<file path="src/rtl/fusebox_pkg.sv">
`timescale 1ns/1ps
package fusebox_pkg;
    // register indices on the bus
    localparam logic [2:0] IDX_CTL  = 3'd0;
    localparam logic [2:0] IDX_STAT = 3'd1;
    localparam logic [2:0] IDX_ADDR = 3'd2;
    localparam logic [2:0] IDX_DATA = 3'd3;
    localparam logic [2:0] IDX_CFG  = 3'd4;
    localparam logic [2:0] IDX_KEY  = 3'd5;

    // command and special values
    localparam logic [31:0] CMD_READ   = 32'h0000_0002;
    localparam logic [31:0] CMD_ARM    = 32'h0000_0001;
    localparam logic [31:0] CMD_UNLOCK = 32'hBF79_E5D0;
    localparam logic [31:0] DATA_WIPE  = 32'h0000_0001;

    // field positions
    localparam int STAT_RDY       = 0;
    localparam int STAT_STICKY    = 1;
    localparam int STAT_IEN       = 2;
    localparam int ADDR_BIT_LSB   = 10;
    localparam int ADDR_STAGE_POS = 16;
    localparam int CFG_DIS_POS    = 31;
    localparam int KEY_VALID_POS  = 0;
    localparam int KEY_SIZE_LSB   = 4;
    localparam int KEY_IDX_LSB    = 18;

    typedef enum logic [1:0] {
        OP_IDLE = 2'd0,
        OP_READ = 2'd1,
        OP_PROG = 2'd2
    } fuse_op_e;
endpackage

</file>
<file path="src/rtl/fusebox_unlock.sv">
`timescale 1ns/1ps
module fusebox_unlock
    import fusebox_pkg::*;
(
    input  logic        clk,
    input  logic        rst_n,
    input  logic        ctl_we,
    input  logic [31:0] ctl_wdata,
    output logic        go_read,
    output logic        go_prog,
    output logic        armed
);
    typedef struct packed {
        logic armed;
    } unlock_t;

    unlock_t st_d, st_q;

    always_comb begin
        st_d    = st_q;
        go_read = 1'b0;
        go_prog = 1'b0;
        if (ctl_we) begin
            if (st_q.armed) begin
                // second write of the pair: only the exact word proceeds
                st_d.armed = 1'b0;
                go_prog    = (ctl_wdata == CMD_UNLOCK);
            end else begin
                st_d.armed = (ctl_wdata == CMD_ARM);
                go_read    = (ctl_wdata == CMD_READ);
            end
        end
    end

    always_ff @(posedge clk) begin
        if (!rst_n) st_q <= '0;
        else        st_q <= st_d;
    end

    assign armed = st_q.armed;
endmodule

</file>
<file path="src/rtl/fusebox_seq.sv">
`timescale 1ns/1ps
module fusebox_seq
    import fusebox_pkg::*;
#(
    parameter int BYTE_AW   = 10,
    parameter int OP_CYCLES = 4,
    localparam int CNT_W    = $clog2(OP_CYCLES + 1)
) (
    input  logic               clk,
    input  logic               rst_n,
    input  logic               go_read,
    input  logic               go_prog,
    input  logic [BYTE_AW-1:0] byte_in,
    input  logic [2:0]         bit_in,
    input  logic               block_in,
    output logic               ready,
    output logic               fin,
    output logic               fin_read,
    output logic               fin_block,
    output logic [BYTE_AW-1:0] arr_byte,
    output logic [2:0]         arr_bit,
    output logic               arr_rd_en,
    output logic               arr_pgm_en
);
    typedef struct packed {
        fuse_op_e           op;
        logic [CNT_W-1:0]   cnt;
        logic [BYTE_AW-1:0] byte_a;
        logic [2:0]         bit_a;
        logic               block;
    } seq_t;

    seq_t s_d, s_q;
    logic done;

    always_comb begin
        s_d  = s_q;
        done = (s_q.op != OP_IDLE) && (s_q.cnt == '0);
        if (done) begin
            s_d.op = OP_IDLE;
        end else if (s_q.op != OP_IDLE) begin
            s_d.cnt = s_q.cnt - 1'b1;
        end else if (go_read || go_prog) begin
            s_d.op     = go_prog ? OP_PROG : OP_READ;
            s_d.cnt    = CNT_W'(OP_CYCLES - 1);
            s_d.byte_a = byte_in;
            s_d.bit_a  = bit_in;
            s_d.block  = block_in;
        end
    end

    always_ff @(posedge clk) begin
        if (!rst_n) s_q <= '{op: OP_IDLE, default: '0};
        else        s_q <= s_d;
    end

    assign ready      = (s_q.op == OP_IDLE);
    assign fin        = done;
    assign fin_read   = done && (s_q.op == OP_READ);
    assign fin_block  = s_q.block;
    assign arr_byte   = s_q.byte_a;
    assign arr_bit    = s_q.bit_a;
    assign arr_rd_en  = (s_q.op == OP_READ);
    assign arr_pgm_en = done && (s_q.op == OP_PROG) && !s_q.block;
endmodule

</file>
<file path="src/rtl/fusebox_keysel.sv">
`timescale 1ns/1ps
module fusebox_keysel #(
    parameter int KEY_CYCLES = 3,
    localparam int KCNT_W    = $clog2(KEY_CYCLES + 1)
) (
    input  logic clk,
    input  logic rst_n,
    input  logic key_we,
    output logic kvalid
);
    typedef struct packed {
        logic              busy;
        logic [KCNT_W-1:0] cnt;
        logic              valid;
    } key_t;

    key_t k_d, k_q;

    always_comb begin
        k_d = k_q;
        if (key_we) begin
            k_d.valid = 1'b0;
            k_d.busy  = 1'b1;
            k_d.cnt   = KCNT_W'(KEY_CYCLES - 1);
        end else if (k_q.busy) begin
            if (k_q.cnt == '0) begin
                k_d.busy  = 1'b0;
                k_d.valid = 1'b1;
            end else begin
                k_d.cnt = k_q.cnt - 1'b1;
            end
        end
    end

    always_ff @(posedge clk) begin
        if (!rst_n) k_q <= '0;
        else        k_q <= k_d;
    end

    assign kvalid = k_q.valid;
endmodule

</file>
<file path="src/rtl/fusebox_ctrl.sv">
`timescale 1ns/1ps
module fusebox_ctrl
    import fusebox_pkg::*;
#(
    parameter int ARRAY_BYTES = 1024,
    parameter int PROT_BYTES  = 256,
    parameter int OP_CYCLES   = 4,
    parameter int KEY_CYCLES  = 3,
    localparam int BYTE_AW    = $clog2(ARRAY_BYTES)
) (
    input  logic               clk,
    input  logic               rst_n,
    input  logic               bus_we,
    input  logic [2:0]         bus_idx,
    input  logic [31:0]        bus_wdata,
    output logic [31:0]        bus_rdata,
    output logic               irq,
    output logic [BYTE_AW-1:0] fa_byte,
    output logic [2:0]         fa_bit,
    output logic               fa_rd_en,
    output logic               fa_pgm_en,
    input  logic [7:0]         fa_rdata
);
    localparam logic [31:0] PROT_LIM = 32'(PROT_BYTES);

    typedef struct packed {
        logic               sticky;
        logic               ien;
        logic [BYTE_AW-1:0] a_byte;
        logic [2:0]         a_bit;
        logic               stage;
        logic [7:0]         fdata;
        logic               cfg_dis;
        logic [2:0]         k_size;
        logic [1:0]         k_idx;
    } regs_t;

    regs_t r_d, r_q;

    logic seq_ready, seq_fin, seq_fin_read, seq_fin_block;
    logic ctl_we, key_we, go_read, go_prog, unl_armed, blk, kvalid;
    logic sticky_w, cfg_dis_w;
    logic [7:0] fdata_w;

    assign ctl_we = bus_we && (bus_idx == IDX_CTL) && seq_ready;
    assign key_we = bus_we && (bus_idx == IDX_KEY);
    assign blk    = r_q.cfg_dis && (32'(r_q.a_byte) < PROT_LIM);

    fusebox_unlock u_unlock (
        .clk       (clk),
        .rst_n     (rst_n),
        .ctl_we    (ctl_we),
        .ctl_wdata (bus_wdata),
        .go_read   (go_read),
        .go_prog   (go_prog),
        .armed     (unl_armed)
    );

    fusebox_seq #(
        .BYTE_AW   (BYTE_AW),
        .OP_CYCLES (OP_CYCLES)
    ) u_seq (
        .clk        (clk),
        .rst_n      (rst_n),
        .go_read    (go_read),
        .go_prog    (go_prog && r_q.stage),
        .byte_in    (r_q.a_byte),
        .bit_in     (r_q.a_bit),
        .block_in   (blk),
        .ready      (seq_ready),
        .fin        (seq_fin),
        .fin_read   (seq_fin_read),
        .fin_block  (seq_fin_block),
        .arr_byte   (fa_byte),
        .arr_bit    (fa_bit),
        .arr_rd_en  (fa_rd_en),
        .arr_pgm_en (fa_pgm_en)
    );

    fusebox_keysel #(
        .KEY_CYCLES (KEY_CYCLES)
    ) u_keysel (
        .clk    (clk),
        .rst_n  (rst_n),
        .key_we (key_we),
        .kvalid (kvalid)
    );

    always_comb begin
        r_d = r_q;
        if (bus_we) begin
            case (bus_idx)
                IDX_STAT: begin
                    r_d.ien = bus_wdata[STAT_IEN];
                    if (bus_wdata[STAT_STICKY]) r_d.sticky = 1'b0;
                end
                IDX_ADDR: begin
                    if (seq_ready) begin
                        r_d.a_byte = bus_wdata[BYTE_AW-1:0];
                        r_d.a_bit  = bus_wdata[ADDR_BIT_LSB +: 3];
                        r_d.stage  = bus_wdata[ADDR_STAGE_POS];
                    end
                end
                IDX_DATA: begin
                    if (bus_wdata == DATA_WIPE) r_d.fdata = '0;
                end
                IDX_CFG: begin
                    if (seq_ready) r_d.cfg_dis = bus_wdata[CFG_DIS_POS];
                end
                IDX_KEY: begin
                    r_d.k_size = bus_wdata[KEY_SIZE_LSB +: 3];
                    r_d.k_idx  = bus_wdata[KEY_IDX_LSB +: 2];
                end
                default: ;
            endcase
        end
        // completion wins over a same-cycle software clear
        if (seq_fin)      r_d.sticky = 1'b1;
        if (seq_fin_read) r_d.fdata  = seq_fin_block ? 8'h00 : fa_rdata;
    end

    always_ff @(posedge clk) begin
        if (!rst_n) r_q <= '0;
        else        r_q <= r_d;
    end

    always_comb begin
        bus_rdata = '0;
        case (bus_idx)
            IDX_STAT: begin
                bus_rdata[STAT_RDY]    = seq_ready;
                bus_rdata[STAT_STICKY] = r_q.sticky;
                bus_rdata[STAT_IEN]    = r_q.ien;
            end
            IDX_ADDR: begin
                bus_rdata[BYTE_AW-1:0]         = r_q.a_byte;
                bus_rdata[ADDR_BIT_LSB +: 3]   = r_q.a_bit;
                bus_rdata[ADDR_STAGE_POS]      = r_q.stage;
            end
            IDX_DATA: bus_rdata[7:0] = r_q.fdata;
            IDX_CFG:  bus_rdata[CFG_DIS_POS] = r_q.cfg_dis;
            IDX_KEY: begin
                bus_rdata[KEY_VALID_POS]     = kvalid;
                bus_rdata[KEY_SIZE_LSB +: 3] = r_q.k_size;
                bus_rdata[KEY_IDX_LSB +: 2]  = r_q.k_idx;
            end
            default: ;
        endcase
    end

    assign irq       = r_q.sticky && r_q.ien;
    assign sticky_w  = r_q.sticky;
    assign cfg_dis_w = r_q.cfg_dis;
    assign fdata_w   = r_q.fdata;
endmodule

</file>
<file path="config.mk">
export PLATFORM = sky130hd
export DESIGN_NAME = fusebox_ctrl
export DESIGN_NICKNAME = d
export VERILOG_FILES = /design/src/rtl/fusebox_pkg.sv /design/src/rtl/fusebox_unlock.sv /design/src/rtl/fusebox_seq.sv /design/src/rtl/fusebox_keysel.sv /design/src/rtl/fusebox_ctrl.sv
export SDC_FILE = /design/constraint.sdc
export NUM_CORES = 1
export LEC_CHECK = 0
export CORE_UTILIZATION = 42
export DETAILED_ROUTE_END_ITERATION = 8
export PLACE_DENSITY = 0.87
export SLEW_MARGIN = 30
export SYNTH_ARGS = -nofsm -noshare
export SYNTH_HDL_FRONTEND = slang
export SYNTH_SLANG_ARGS = --single-unit
</file>
<file path="constraint.sdc">
create_clock -name clk -period 2.3 [get_ports clk]
set_clock_uncertainty 0.1 [all_clocks]
set_input_delay 0.46 -clock clk [delete_from_list [all_inputs] [get_ports clk]]
set_output_delay 0.46 -clock clk [all_outputs]
set_load 0.01 [all_outputs]
</file>
# --- Word level (Yosys, flattened, before mapping) ---
# Cells that the tools add are included.
word_totals:
  register_bits: 54
  inputBits: 46
classes:
  n_mux: 35
  n_eq_ne: 11
  add_sub_neg: 2
  magnitude_cmp: 1
  n_reduce_logical: 39
  n_bitwise: 4
ops:
  columns: ["cell", "n"]
  rows:
  - ["32-bit by 1-bit equality test with 1-bit output (second input constant)", 1]
  - ["32-bit by 2-bit equality test with 1-bit output (second input constant)", 1]
  - ["32-bit equality test (second input constant)", 1]
  - ["8-bit 2-to-1 mux", 4]
  - ["30-bit 2-to-1 mux", 1]
  - ["14-bit 2-to-1 mux", 2]
  - ["2-bit nonzero test", 9]
  - ["17-bit 2-to-1 mux", 1]
  - ["3-bit AND reduction", 5]
  - ["2-bit AND reduction", 7]
  - ["1-bit 2-to-1 mux", 13]
  - ["1-bit logical AND", 10]
  - ["10-bit by 9-bit less-than comparator with 1-bit output (second input constant)", 1]
  - ["5-bit 2-to-1 mux", 2]
  - ["3-bit one-hot mux with 3 select lines", 1]
  - ["2-bit 2-to-1 mux", 4]
  - ["4-bit 2-to-1 mux", 2]
  - ["3-bit by 2-bit equality test with 1-bit output (second input constant)", 2]
  - ["3-bit equality test (second input constant)", 2]
  - ["3-bit zero test", 2]
  - ["2-bit one-hot mux with 3 select lines", 1]
  - ["2-bit zero test", 2]
  - ["1-bit NOT", 4]
  - ["1-bit one-hot mux with 2 select lines", 2]
  - ["other kinds (11)", 12]

# --- Longest topological paths before layout ---
logic_depth:
  depth_word: 8
  ltp_mapped: 8

# --- By module ---
# A second synthesis with hierarchy kept.
unflattened:
  cells_unflattened: 326
  hier_area_um2: 2929.1
modules_own_cells:
  columns: ["module", "instances", "cells_each", "area_per_inst_um2"]
  rows:
  - ["fusebox_ctrl", 1, 174, 1620.3]
  - ["fusebox_seq", 1, 109, 959.7]
  - ["fusebox_unlock", 1, 28, 196.4]
  - ["fusebox_keysel", 1, 15, 152.6]

# --- Worst setup path after synthesis ---
# OpenSTA, ideal clock, no wires.
synth_path:
  path_type: "input -> register"
  from: "input bus_wdata[0]"
  to: "register u_seq.s_q, in the netlist u_seq.arr_bit[0]"
  n_path_buf: 2
  required_ps: 2059
  arrival_ps: 2023
  stages: 7
  path_slack_ps: 36
  cell_sequence: "or3_4 > or3b_4 > or4_4 > buf_6 > buf_12 > nand3_2 > a21oi_2"
synth_via:
  elab_chain_len: 6
  word_cells_on_any_way: 9
  classes_between: "eq/ne: 2; mux: 4; reduce/logical: 3"
synth_rtl:
  columns: ["element", "line_no", "source"]
  rows:
  - ["start: declaration", "fusebox_ctrl.sv:15", "input logic [31:0] bus_wdata,"]
  - ["32-bit equality test", "fusebox_unlock.sv:27", "go_prog = (ctl_wdata == CMD_UNLOCK);"]
  - ["1-bit 2-to-1 mux", "fusebox_unlock.sv:24", "if (st_q.armed) begin"]
  - ["1-bit 2-to-1 mux", "fusebox_unlock.sv:23", "if (ctl_we) begin"]
  - ["1-bit logical AND", "fusebox_ctrl.sv:66", ".go_prog (go_prog && r_q.stage),"]
  - ["1-bit logical OR *", "fusebox_seq.sv:43", "end else if (go_read || go_prog) begin"]
  - ["3-bit AND reduction (no source line) *", null, null]
  - ["end signal: assignment", "fusebox_seq.sv:53", "if (!rst_n) s_q <= '{op: OP_IDLE, default: '0};"]
  - ["end signal: assignment", "fusebox_seq.sv:54", "else s_q <= s_d;"]
  - ["end: declaration", "fusebox_seq.sv:33", "seq_t s_d, s_q;"]
# Every way passes the cells marked *; elsewhere a longest branch is shown, timed or not.
# A chain may end at the register's enable or synchronous reset.

# --- Worst setup path in the final report ---
layout_path:
  from: "input bus_wdata[28]"
  to: "register u_seq.s_q[16] (netlist bit)"
layout_via:
  elab_chain_len: 7
  word_cells_on_any_way: 10
  classes_between: "eq/ne: 2; mux: 4; reduce/logical: 4"
layout_rtl:
  columns: ["element", "line_no"]
  rows:
  - ["32-bit equality test", "fusebox_unlock.sv:27"]
  - ["1-bit 2-to-1 mux", "fusebox_unlock.sv:24"]
  - ["1-bit 2-to-1 mux", "fusebox_unlock.sv:23"]
  - ["1-bit logical AND", "fusebox_ctrl.sv:66"]
  - ["1-bit logical OR *", "fusebox_seq.sv:43"]
  - ["2-bit nonzero test (no source line) *", null]
  - ["2-bit AND reduction (no source line) *", null]
# Marked as above.

==> results.md <==
* CP max FO at 3
* FILL cells at 515
* Top cells by count, synth: 54 x dfxtp_1, 48 x nand2_1, 33 x a21oi_1
* Yosys top cell by area: dfxtp_1
* Final setup vio count at 0
* Fmax at 0.442 GHz
* CP top delay family: simple AND/OR/NAND/NOR gates
* Port Buf Inserts at 78
* I/O Pins at 94
* Pre-Repair DR Iteration Count at 7
* Core box area at 6490 um^2
* Ys Warns at 0
* Min Tclk post-route at 2.26 ns
* DP HPWL at 6.19 mm
* Synth top area share at 37.6%
* Vias in the first global route at 2963
* Hold Buf Count CTS at 0
* Failing checks: DRC
* CTS clk-pin slew, worst paths at 0.09 ns
* Post-synth top flop: dfxtp_1
* Peak supply drop at 0.000342 V
* Required @ worst endpoint at 2.41 ns
* Die area at 7180 um^2
* Clock latency on the worst-skew pair at 0.31 ns
* Min-Delay Path Class: reg2reg
* Tightest hold margin at 0.364 ns
* Max_slew headroom at 59.6%
* Clock root cell: clkbuf_8
* Tcrit/Tclk final at 98.5%
* Routed wire length at 8.98 mm
* Vias per cell at 5.55
* Share of cells above drive strength 1 at 27.7%
* Die width at 84.7 um
* Antenna viol nets, final at 0
* Async set-or-reset flop fraction in the synthesized netlist at 0%
* TritonCTS clock tree: yes
* Status: complete, but fails checks
* Post-Syn Area per Cell at 8.60 um^2
* Largest stage delay on the critical path at 0.43 ns
* PD cells at 445 nW/um^2
* Switch Pwr at 450 uW
* CP startpoint kind: primary input
* CTS buffer count at 5
* Max cap viols at 0
* Post-Syn Instances at 334
* Yosys cell types at 50
* Register area at 1080 um^2
* P&R area growth vs syn at 44.1%
* Cell internal pwr at 1390 uW
* Worst Path Buf+Inv at 4
* # diodes at 0
* Pin count of the biggest net entering global routing at 43
* Via count at 2929
* Layout Nets at 498
* Critical-path cell list: clkdlybuf4s50_1 > nor4_1 > buf_4 > nand3_4 > buf_4 > nor4_4 > buf_4 > nor2_4 > and3_4
* Sequential area share after synthesis at 37.6%
* Leak Pwr at 0.00167 uW
* Logic pwr share at 13.6%
* DP Worst Slack at -0.404 ns
* First-pass GRT wire length at 13.8 mm
* Total power at 1840 uW
* Drt wl/cell at 17.0 um
* Starting density of the core at 44.2%
* # rows at 29
* CTS Buffer Depth at 2
* Fin Setup TNS at 0 ns
* Residual DRC at 5
* Synthesized area at 2870 um^2
* Critical path capture point type: flop
* Crit path DAT at 2.37 ns
* Cell with the most instances after synthesis: dfxtp_1
* Net Sw Frac at 24.4%
* Clock sinks at 54
* Seq pwr share at 51.6%
* Actual slew at the worst max-slew pin at 0.605 ns
* Iter 0 DRT Violations at 245
* Synth top area cells: dfxtp_1 38%, buf_4 7.8%, nand2_1 6.3%
* Critical path's most frequent cell: buf_4
* Layout Utilization at 63.7%
* Yosys reg bits at 54
* Clk pwr share at 34.8%
* GRT Overall Usage at 24.2%
* Htree depth at 2
* Critical path's slowest cell: clkdlybuf4s50_1
* Slew Viols, Final at 0
* Crit Path Category: in2reg
* Die height at 84.7 um
* RePlAce Congestion at 0.895
* Area of the multi-input gates at 1590 um^2
* Final hold violation count at 0
* Initial antenna violation count at 0
* Final worst slack at 0.0354 ns
* GRT overflow at 0
* EDFF count, synth at 0
## worst paths after layout
check / startpoint / to / slack, ns / cells after the start
min reg2reg: u_seq.arr_byte[7] / u_seq.arr_byte[7] / 0.36 / 2
max: bus_wdata[28] / u_seq.s_q[16] / 0.04 / 9
min: u_seq.arr_byte[7] / u_seq.arr_byte[7] / 0.36 / 2
max reg2reg: u_seq.s_q[14] / u_seq.s_q[16] / 0.34 / 8
## worst min-delay path, cell delays in order (launching register included)
cell,delay (ns)
dfxtp_1,0.33
nand3_2,0.06
a21oi_2,0.04
## power groups by stage
stage	sequential, uW	clock [uW]	combinational [uW]
floorplan	969	0	98.7
global placement	972	0	236
detailed placement	972	0	241
CTS	950	639	241
global route	952	673	268
finish	951	642	250
## flip-flops by register name, indices dropped and copies added (netlist names)
| register | flops |
|---|---|
| cfg_dis_w | 1 |
| sticky_w | 1 |
| u_seq.fin_block | 1 |
| fdata_w | 8 |
| u_seq.s_q | 5 |
| r_q | 20 |
| u_seq.arr_byte | 10 |
| u_unlock.armed | 1 |
| u_keysel.kvalid | 1 |
| u_keysel.k_q | 3 |
| u_seq.arr_bit | 3 |
## layer usage
metal,part of all wire [%],up-vias,global-route usage (%)
met5,0,-,0
met2,50,167,41.7
met3,6.7,26,4.13
met4,2.9,0,10.5
met1,41,1372,29.8
li1,-,1364,-
## layout make-up
type | instances | share of cell area [%]
clock inverter | 3 | 0.967
multi-input combinational | 246 | 38.3
timing repair buffer | 139 | 30.2
sequential | 54 | 26.2
inverter | 4 | 0.363
tap | 77 | 2.33
clock buffer | 5 | 1.66
## stage by stage
stage	instance area, um^2	instances
final	4140	528
after global routing	4140	528
after CTS	4070	526
after detailed placement	3870	508
after global placement	3870	508
after floorplan	2930	348
## kinds of logic after synthesis
group | count (synthesis) | synth area share (%)
AND/OR/NAND/NOR | 141 | 29.6
AO/OA/AOI/OAI | 76 | 16.3
multiplexers | 10 | 3.61
other | 1 | 0.130
XOR/XNOR | 1 | 0.305
flip-flops | 54 | 37.6
buffers and inverters | 49 | 11.6
adder cells (fa/ha/maj) | 2 | 0.871
## layout by cell type (no fill, tap or decap), drive strengths merged, types with 10 or more instances in the layout
cell type | Yosys | final
a21oi | 43 | 43
o21ai | 21 | 21
dfxtp | 54 | 54
nand3 | 23 | 23
clkdlybuf4s50 | 0 | 41
conb | 1 | 15
nor4 | 10 | 10
nand2 | 49 | 49
buf | 37 | 61
dlygate4sd2 | 0 | 19
nor2 | 17 | 17
## repair_timing
item / in CTS / in global routing
gates cloned: 2 / 0
hold endpoints to repair: 0 / 0
pin swaps: 2 / 14
endpoints found under the setup margin: 37 / 39
buffers inserted: 8 / 3
resized for setup: 49 / 27
No activity file was read; power rests on OpenSTA's default activity.
